===== config.mk =====
export PLATFORM = sky130hd
export DESIGN_NAME = stopclk_seq
export DESIGN_NICKNAME = d
export VERILOG_FILES = /design/src/rtl/stopclk_pkg.sv /design/src/rtl/stopclk_sync.sv /design/src/rtl/stopclk_fsm.sv /design/src/rtl/stopclk_gate.sv /design/src/rtl/stopclk_seq.sv
export SDC_FILE = /design/constraint.sdc
export NUM_CORES = 1
export LEC_CHECK = 0
export ABC_AREA = 1
export BUFFER_PORTS_ARGS = -buffer_cell sky130_fd_sc_hd__buf_2
export CORE_AREA = 2 2 39 41
export DETAILED_ROUTE_END_ITERATION = 10
export DIE_AREA = 0 0 41 43
export SKIP_LAST_GASP = 1
export SLEW_MARGIN = 20
export SYNTH_ARGS = -nofsm -noshare
export SYNTH_HDL_FRONTEND = slang
export SYNTH_HIERARCHICAL = 1
export SYNTH_SLANG_ARGS = --single-unit

===== constraint.sdc =====
create_clock -name clk_i -period 1.34 [get_ports clk_i]
set_input_delay 0.134 -clock clk_i [delete_from_list [all_inputs] [get_ports clk_i]]
set_output_delay 0.134 -clock clk_i [all_outputs]
set_load 0.01 [all_outputs]

===== src/rtl/stopclk_pkg.sv =====
package stopclk_pkg;
  typedef enum logic [1:0] {
    ST_RUN     = 2'd0,
    ST_ACK     = 2'd1,
    ST_STOP    = 2'd2,
    ST_RESTART = 2'd3
  } stc_state_e;
endpackage


===== src/rtl/stopclk_sync.sv =====
module stopclk_sync #(
  parameter int unsigned SYNC_STAGES = 2,
  parameter int unsigned FILT_CYCLES = 2
) (
  input  logic clk_i,
  input  logic rst_ni,
  input  logic req_ni,
  output logic req_o
);
  localparam int unsigned CNT_W = $clog2(FILT_CYCLES + 1);
  localparam logic [CNT_W-1:0] CNT_MAX = CNT_W'(FILT_CYCLES - 1);

  logic [SYNC_STAGES-1:0] sync_q;
  logic                   req_s;
  logic                   req_q;
  logic [CNT_W-1:0]       cnt_q;

  generate
    if (SYNC_STAGES == 1) begin : g_one
      always_ff @(posedge clk_i or negedge rst_ni) begin
        if (!rst_ni) sync_q <= '1;
        else         sync_q <= req_ni;
      end
    end else begin : g_many
      always_ff @(posedge clk_i or negedge rst_ni) begin
        if (!rst_ni) sync_q <= '1;
        else         sync_q <= {sync_q[SYNC_STAGES-2:0], req_ni};
      end
    end
  endgenerate

  assign req_s = ~sync_q[SYNC_STAGES-1];

  // accept a new level only after FILT_CYCLES consecutive differing samples
  always_ff @(posedge clk_i or negedge rst_ni) begin
    if (!rst_ni) begin
      req_q <= 1'b0;
      cnt_q <= '0;
    end else if (req_s != req_q) begin
      if (cnt_q == CNT_MAX) begin
        req_q <= req_s;
        cnt_q <= '0;
      end else begin
        cnt_q <= cnt_q + 1'b1;
      end
    end else begin
      cnt_q <= '0;
    end
  end

  assign req_o = req_q;

  AST_FILT_FOLLOWS_SYNC: assert property (@(posedge clk_i) disable iff (!rst_ni)
    (req_q != $past(req_q)) |-> ($past(req_s) == req_q));

endmodule


===== src/rtl/stopclk_fsm.sv =====
module stopclk_fsm
  import stopclk_pkg::*;
(
  input  logic clk_i,
  input  logic rst_ni,
  input  logic req_i,
  input  logic ack_done_i,
  output logic core_on_o,
  output logic ack_req_o,
  output logic stopped_o,
  output logic resume_o
);
  stc_state_e state_q, state_d;
  logic       core_on_q;

  always_comb begin
    state_d = state_q;
    unique case (state_q)
      ST_RUN:     if (req_i) state_d = ST_ACK;
      ST_ACK:     if (ack_done_i) state_d = req_i ? ST_STOP : ST_RESTART;
      ST_STOP:    if (!req_i) state_d = ST_RESTART;
      ST_RESTART: state_d = ST_RUN;
      default:    state_d = ST_RUN;
    endcase
  end

  always_ff @(posedge clk_i or negedge rst_ni) begin
    if (!rst_ni) begin
      state_q   <= ST_RUN;
      core_on_q <= 1'b1;
    end else begin
      state_q   <= state_d;
      core_on_q <= (state_d != ST_STOP);
    end
  end

  assign core_on_o = core_on_q;
  assign ack_req_o = (state_q == ST_ACK);
  assign stopped_o = (state_q == ST_STOP);
  assign resume_o  = (state_q == ST_RESTART);

  AST_STOP_NEEDS_REQ: assert property (@(posedge clk_i) disable iff (!rst_ni)
    $rose(stopped_o) |-> $past(req_i));
  AST_WITHDRAW_RESUME: assert property (@(posedge clk_i) disable iff (!rst_ni)
    (ack_req_o && ack_done_i && !req_i) |=> (resume_o && !stopped_o));

endmodule


===== src/rtl/stopclk_gate.sv =====
module stopclk_gate #(
  parameter int unsigned N_CORE = 4
) (
  input  logic              core_on_i,
  output logic [N_CORE-1:0] core_en_o,
  output logic              bus_en_o,
  output logic              irq_en_o
);
  for (genvar i = 0; i < N_CORE; i++) begin : g_core
    assign core_en_o[i] = core_on_i;
  end

  // snoop and interrupt domains are never gated
  assign bus_en_o = 1'b1;
  assign irq_en_o = 1'b1;

endmodule


===== src/rtl/stopclk_seq.sv =====
module stopclk_seq #(
  parameter int unsigned N_CORE      = 4,
  parameter int unsigned SYNC_STAGES = 2,
  parameter int unsigned FILT_CYCLES = 2
) (
  input  logic              clk_i,
  input  logic              rst_ni,
  input  logic              stop_req_ni,
  input  logic              ack_done_i,
  output logic [N_CORE-1:0] core_en_o,
  output logic              bus_en_o,
  output logic              irq_en_o,
  output logic              ack_req_o,
  output logic              stopped_o,
  output logic              resume_o
);
  logic req_f;
  logic core_on;

  stopclk_sync #(
    .SYNC_STAGES(SYNC_STAGES),
    .FILT_CYCLES(FILT_CYCLES)
  ) u_sync (
    .clk_i (clk_i),
    .rst_ni(rst_ni),
    .req_ni(stop_req_ni),
    .req_o (req_f)
  );

  stopclk_fsm u_fsm (
    .clk_i     (clk_i),
    .rst_ni    (rst_ni),
    .req_i     (req_f),
    .ack_done_i(ack_done_i),
    .core_on_o (core_on),
    .ack_req_o (ack_req_o),
    .stopped_o (stopped_o),
    .resume_o  (resume_o)
  );

  stopclk_gate #(.N_CORE(N_CORE)) u_gate (
    .core_on_i(core_on),
    .core_en_o(core_en_o),
    .bus_en_o (bus_en_o),
    .irq_en_o (irq_en_o)
  );

  AST_ACK_HOLD: assert property (@(posedge clk_i) disable iff (!rst_ni)
    (ack_req_o && !ack_done_i) |=> ack_req_o);
  AST_CORE_ON_WHILE_ACK: assert property (@(posedge clk_i) disable iff (!rst_ni)
    ack_req_o |-> (core_en_o == '1));
  AST_GATE_AFTER_ACK: assert property (@(posedge clk_i) disable iff (!rst_ni)
    $fell(core_en_o[0]) |-> ($past(ack_req_o) && $past(ack_done_i)));
  AST_RESUME_PULSE: assert property (@(posedge clk_i) disable iff (!rst_ni)
    resume_o |=> !resume_o);
  AST_NO_FLAG_OVERLAP: assert property (@(posedge clk_i) disable iff (!rst_ni)
    $onehot0({ack_req_o, stopped_o, resume_o}));

endmodule


=== Yosys cells after proc, flatten, opt, wreduce, memory -nomap -nowiden ===
Index checks and enable logic that the tools add are counted.

* Input bits: 4
* Flip-flop bits (word level): 8
* Word-level logic and storage cells: 22
* Output and inout bits: 9

* Mux-type cells: 7
* Reduce and logical (&&, ||, !) cells: 2
* Add/subtract/negate cells: 1
* Bitwise logic cells: 1
* Equal/unequal tests: 6

{| class="wikitable"
|+ Operator list
! operator !! number
|-
| 2-bit 2-to-1 mux || 5
|-
| 2-bit case mux with 4 select lines || 1
|-
| 2-bit by 1-bit equality test with 1-bit output, second input constant || 2
|-
| 2-bit equality test, second input constant || 2
|-
| 2-bit by 1-bit adder with 2-bit output, second input constant || 1
|-
| 2-bit zero test || 1
|-
| 2-bit inequality test, second input constant || 1
|-
| 2-bit AND reduction || 1
|-
| 1-bit 2-to-1 mux || 1
|-
| 1-bit inequality test || 1
|-
| 1-bit NOT || 1
|}

=== Longest topological paths before layout ===
* Word-level depth: 4
* Gate-level depth with buffers: 5
* Depth with buffers taken out: 5

=== Modules after synthesis ===
The synthesis kept the hierarchy.

{| class="wikitable"
|+ Modules (own cells, without submodules)
! module !! area an instance (um^2) !! cells an instance !! seq. area each (um^2) !! times used
|-
| stopclk_sync || 185.2 || 20 || 127.6 || 1
|-
| stopclk_fsm || 145.1 || 18 || 76.3 || 1
|-
| stopclk_gate || 48.8 || 7 || 0.0 || 1
|}

=== Worst setup path before layout ===
No wires, ideal clock.

* Path kind: reg2reg
* From: register u_fsm.state_q[1]
* To: register u_fsm.state_q[0]
* Setup time: 0.065 ns
* Cell stages (with the launch flop): 6
* Period minus slack after synthesis: 0.828 ns
* Arrival time: 0.763 ns
* Path slack: 0.512 ns
* Cell sequence: dfrtp_1 -> nand2_1 -> clkinv_2 -> nor2_2 -> nand2_1 -> nand2_1

* Longest elaborated chain between the ends: 2
* Elaborated cells between the ends (all ways): 5
* Classes of those cells: eq/ne (3); mux (1); reduce/logical (1)

{| class="wikitable"
|+ Ends and longest elaborated chain
! element !! RTL line !! text
|-
| start, declared || stopclk_fsm.sv:13 || <nowiki>stc_state_e state_q, state_d;</nowiki>
|-
| start signal, assigned || stopclk_fsm.sv:32 || <nowiki>state_q <= state_d;</nowiki>
|-
| 2-bit equality test || -- ||
|-
| named net resume_o || stopclk_seq.sv:15 || <nowiki>output logic resume_o</nowiki>
|-
| 2-bit case mux with 4 select lines || stopclk_fsm.sv:18 || <nowiki>unique case (state_q)</nowiki>
|-
| named net u_fsm.state_d[0] || stopclk_fsm.sv:13 ||
|}

The timed path passes the listed nets, and every way through them passes these cells.
A chain may end at the register's enable or synchronous reset.

=== Final worst setup path ===
* From: register u_fsm.state_q[0]
* To: output resume_o

* Longest elaborated chain between the ends: 1

{| class="wikitable"
|+ Ends and longest elaborated chain
! element !! RTL line !! text
|-
| 2-bit equality test || stopclk_fsm.sv:40 || <nowiki>assign resume_o = (state_q == ST_RESTART);</nowiki>
|-
| end, declared || stopclk_seq.sv:15 ||
|}

No other way between the ends.

==> results.yml <==
status:
  status: "completed"
cts:
  cts_sinks: 8
  post_cts_buffers: 0
  clk-insertion-delay-late_ps: 250
  numCtsBuffers: 3
  clk_pin_slew_ps: 60
  tritoncts: "yes"
  clock-root-buffer: "clkbuf_4"
  cts_max_level: 1
  cts_resized: 0
  cts_hold_buffers: 2
  clock_path_buffers: 2
global_routing:
  antenna_found_initial: 0
  grt_remaining_overflow: 0
  grt_pass1_vias: 278
  grt_use_total: 0.0899
  grt_pass1_wl_um: 1010
  grt_max_degree: 9
sta:
  setup_tns_ps: 0
  period_share: 0.824
  final_max_slew_viol_count: 0
  finalCriticalPeriod_ps: 1100
  rsz0062_at_grt: "false"
  finalSetupViolCount: 0
  clock.fmax_mhz: 905
  timing_hold_violations_final: 0
  fin_skew_ps: 8.01
drt:
  wl_um: 533
  dr.pass1.iters: 2
  wl_met1_um: 203
  vias_per_cell: 3.90
  route.vias.total: 281
  met3WireLength_um: 65
  ant_nets: 0
  first_iter_violations: 2
  wl_met2_um: 263
  dr.max_layer_used: "met3"
  drc: 0
  post_drt_wl_per_cell_um: 7.40
logic_synthesis:
  ys_types: 13
  postSynthAreaPerCell_um2: 8.42
  syn_inst: 45
  yosysSeqAreaShare: 0.538
  yosysWarnings: 6
  synth_area_um2: 379
  ys_ff_latch: 8
pwr:
  combPwrFrac: 0.375
  vdd_drop_max_uv: 601
  pwr-share-clk: 0.199
  internal_power_mw: 0.598
  sw_frac_of_total: 0.379
  power.switching_mw: 0.366
  power_frac_seq: 0.425
  p_leak_nw: 0.246
  power_density_nw_per_um2: 2120
floorplanning:
  coreArea_um2: 1380
  start_util: 0.274
  die-height_um: 43
  dieArea_um2: 1760
  num_rows: 14
  fp.dieW_um: 41
  boundaryPins: 13
final_layout:
  post-route-util: 0.328
  areaGrowthSynthToFinish_pct: 19.8
  nets: 61
  final_layout_size_suffix_gt1_frac: 0.339
  n_antenna_cell: 0
  fill_cells: 149
worst_setup_path:
  critPathBufInv: 2
  worstSetupStartpointType: "register"
  r2r_end: "u_fsm/state_q[0]"
  cp.arrival_ps: 970
  critPathMaxFanout: 4
  critPathCaptureType: "primary output"
  reg2reg_from: "u_fsm/state_q[1]"
  crit_chain: "nand2_1 > clkinv_2 > buf_2"
  critPathKind: "reg2out"
  worstPathRequired_ps: 1210
  critical_path.top_delay_family: "flip-flops"
  slowest_stage: "dfrtp_1"
  reg2reg_depth: 4
  r2r_slack_ps: 470
  cpPeakStageDelay_ps: 420
hold_path:
  hp-start: "ack_done_i"
  hold_end: "u_fsm/state_q[0]"
  min_path_type: "in2reg"
  min_path_cells: 4
place:
  place_congestion: 0.753
  dp_hpwl_um: 433
  io_buffer_count: 10
run:
  maxCapViolations: 0
==> cell usage in the layout (no fill, tap or decap), drive strengths merged <==
cell | synthesis | final
clkinv | 1 | 1
nand3b | 1 | 1
nor2 | 7 | 7
buf | 6 | 10
dfstp | 3 | 3
o21ai | 1 | 1
clkbuf | 0 | 4
nand2 | 11 | 11
nor3 | 1 | 1
dlygate4sd3 | 0 | 2
inv | 7 | 7
conb | 1 | 2
dfrtp | 5 | 5
nand3 | 1 | 1
==> logic make-up (layout without fill, tap and decap cells) <==
family / after synthesis / in the layout / share of synthesized area
compound gates: 1 / 1 / 0.0132
buf+inv: 14 / 24 / 0.201
flops: 8 / 8 / 0.538
other cells: 1 / 2 / 0.00989
simple gates: 21 / 21 / 0.238
==> layout make-up <==
class / count / area (µm²) / area share
flip-flops and latches: 8 / 204 / 0.449
multi-input cells: 24 / 103 / 0.226
repair buffers: 12 / 70.1 / 0.154
inverters: 8 / 31.3 / 0.0689
clock buffers: 4 / 26.3 / 0.0579
well taps: 16 / 20.0 / 0.0441
==> power groups by stage <==
stage / clock [mW] / sequential, mW / combinational [mW]
floorplan: 0 / 0.400 / 0.312
global placement: 0 / 0.410 / 0.362
detailed placement: 0 / 0.414 / 0.365
CTS: 0.204 / 0.410 / 0.370
global route: 0.225 / 0.429 / 0.422
finish: 0.192 / 0.410 / 0.362
==> synthesized netlist by cell type (all sizes together) <==
cell    instances  area [µm²]
nand2          11        41.3
inv             7        26.3
nor2            7        31.3
buf             6        45.0
dfrtp           5         125
dfstp           3        78.8
clkinv          1        5.00
conb            1        3.75
nand3           1        5.00
nand3b          1        7.51
nor3            1        5.00
o21ai           1        5.00
==> metal layers <==
metal	up-vias	track usage
met4	0	0.0400
met5	-	0
met2	12	0.134
met3	0	0.0785
met1	125	0.0820
li1	144	-
==> worst min-delay path: cells and delay by family <==
kind | cells | cell delay, ps
compound gates | 1 | 60
buf+inv | 1 | 90
simple gates | 2 | 100
==> state kept, by name, summed over array words and instances, names as in the netlist <==
signal,count
u_fsm/core_on_o,1
u_fsm/state_q,2
u_sync/cnt_q,2
u_sync/req_o,1
u_sync/sync_q,2
==> how the worst max path moves through the flow <==
stage | from | end | slack (ps) | cells after the start
2_1_floorplan | u_fsm/state_q[1] | u_fsm/state_q[0] | 510 | 5
3_3_place_gp | u_fsm/state_q[1] | u_fsm/state_q[0] | 480 | 4
3_5_place_dp | u_fsm/state_q[1] | u_fsm/state_q[0] | 470 | 4
4_1_cts | u_fsm/state_q[0] | resume_o | 220 | 3
5_1_grt | u_fsm/state_q[1] | resume_o | 150 | 3
6_report | u_fsm/state_q[0] | resume_o | 240 | 3
==> per-stage QoR <==
stage / instances / power, mW / hold WS, ps / setup WS (ps) / instance area [µm²]
3_5_place_dp: 66 / 0.780 / -15.6 / 466 / 408
5_1_grt: 72 / 1.08 / 185 / 145 / 454
2_1_floorplan: 46 / 0.713 / -162 / 512 / 383
4_1_cts: 72 / 0.985 / 160 / 223 / 454
3_3_place_gp: 66 / 0.772 / -15.7 / 481 / 408
6_report: 72 / 0.963 / 165 / 235 / 454
No activity file was read; power rests on OpenSTA's default activity.
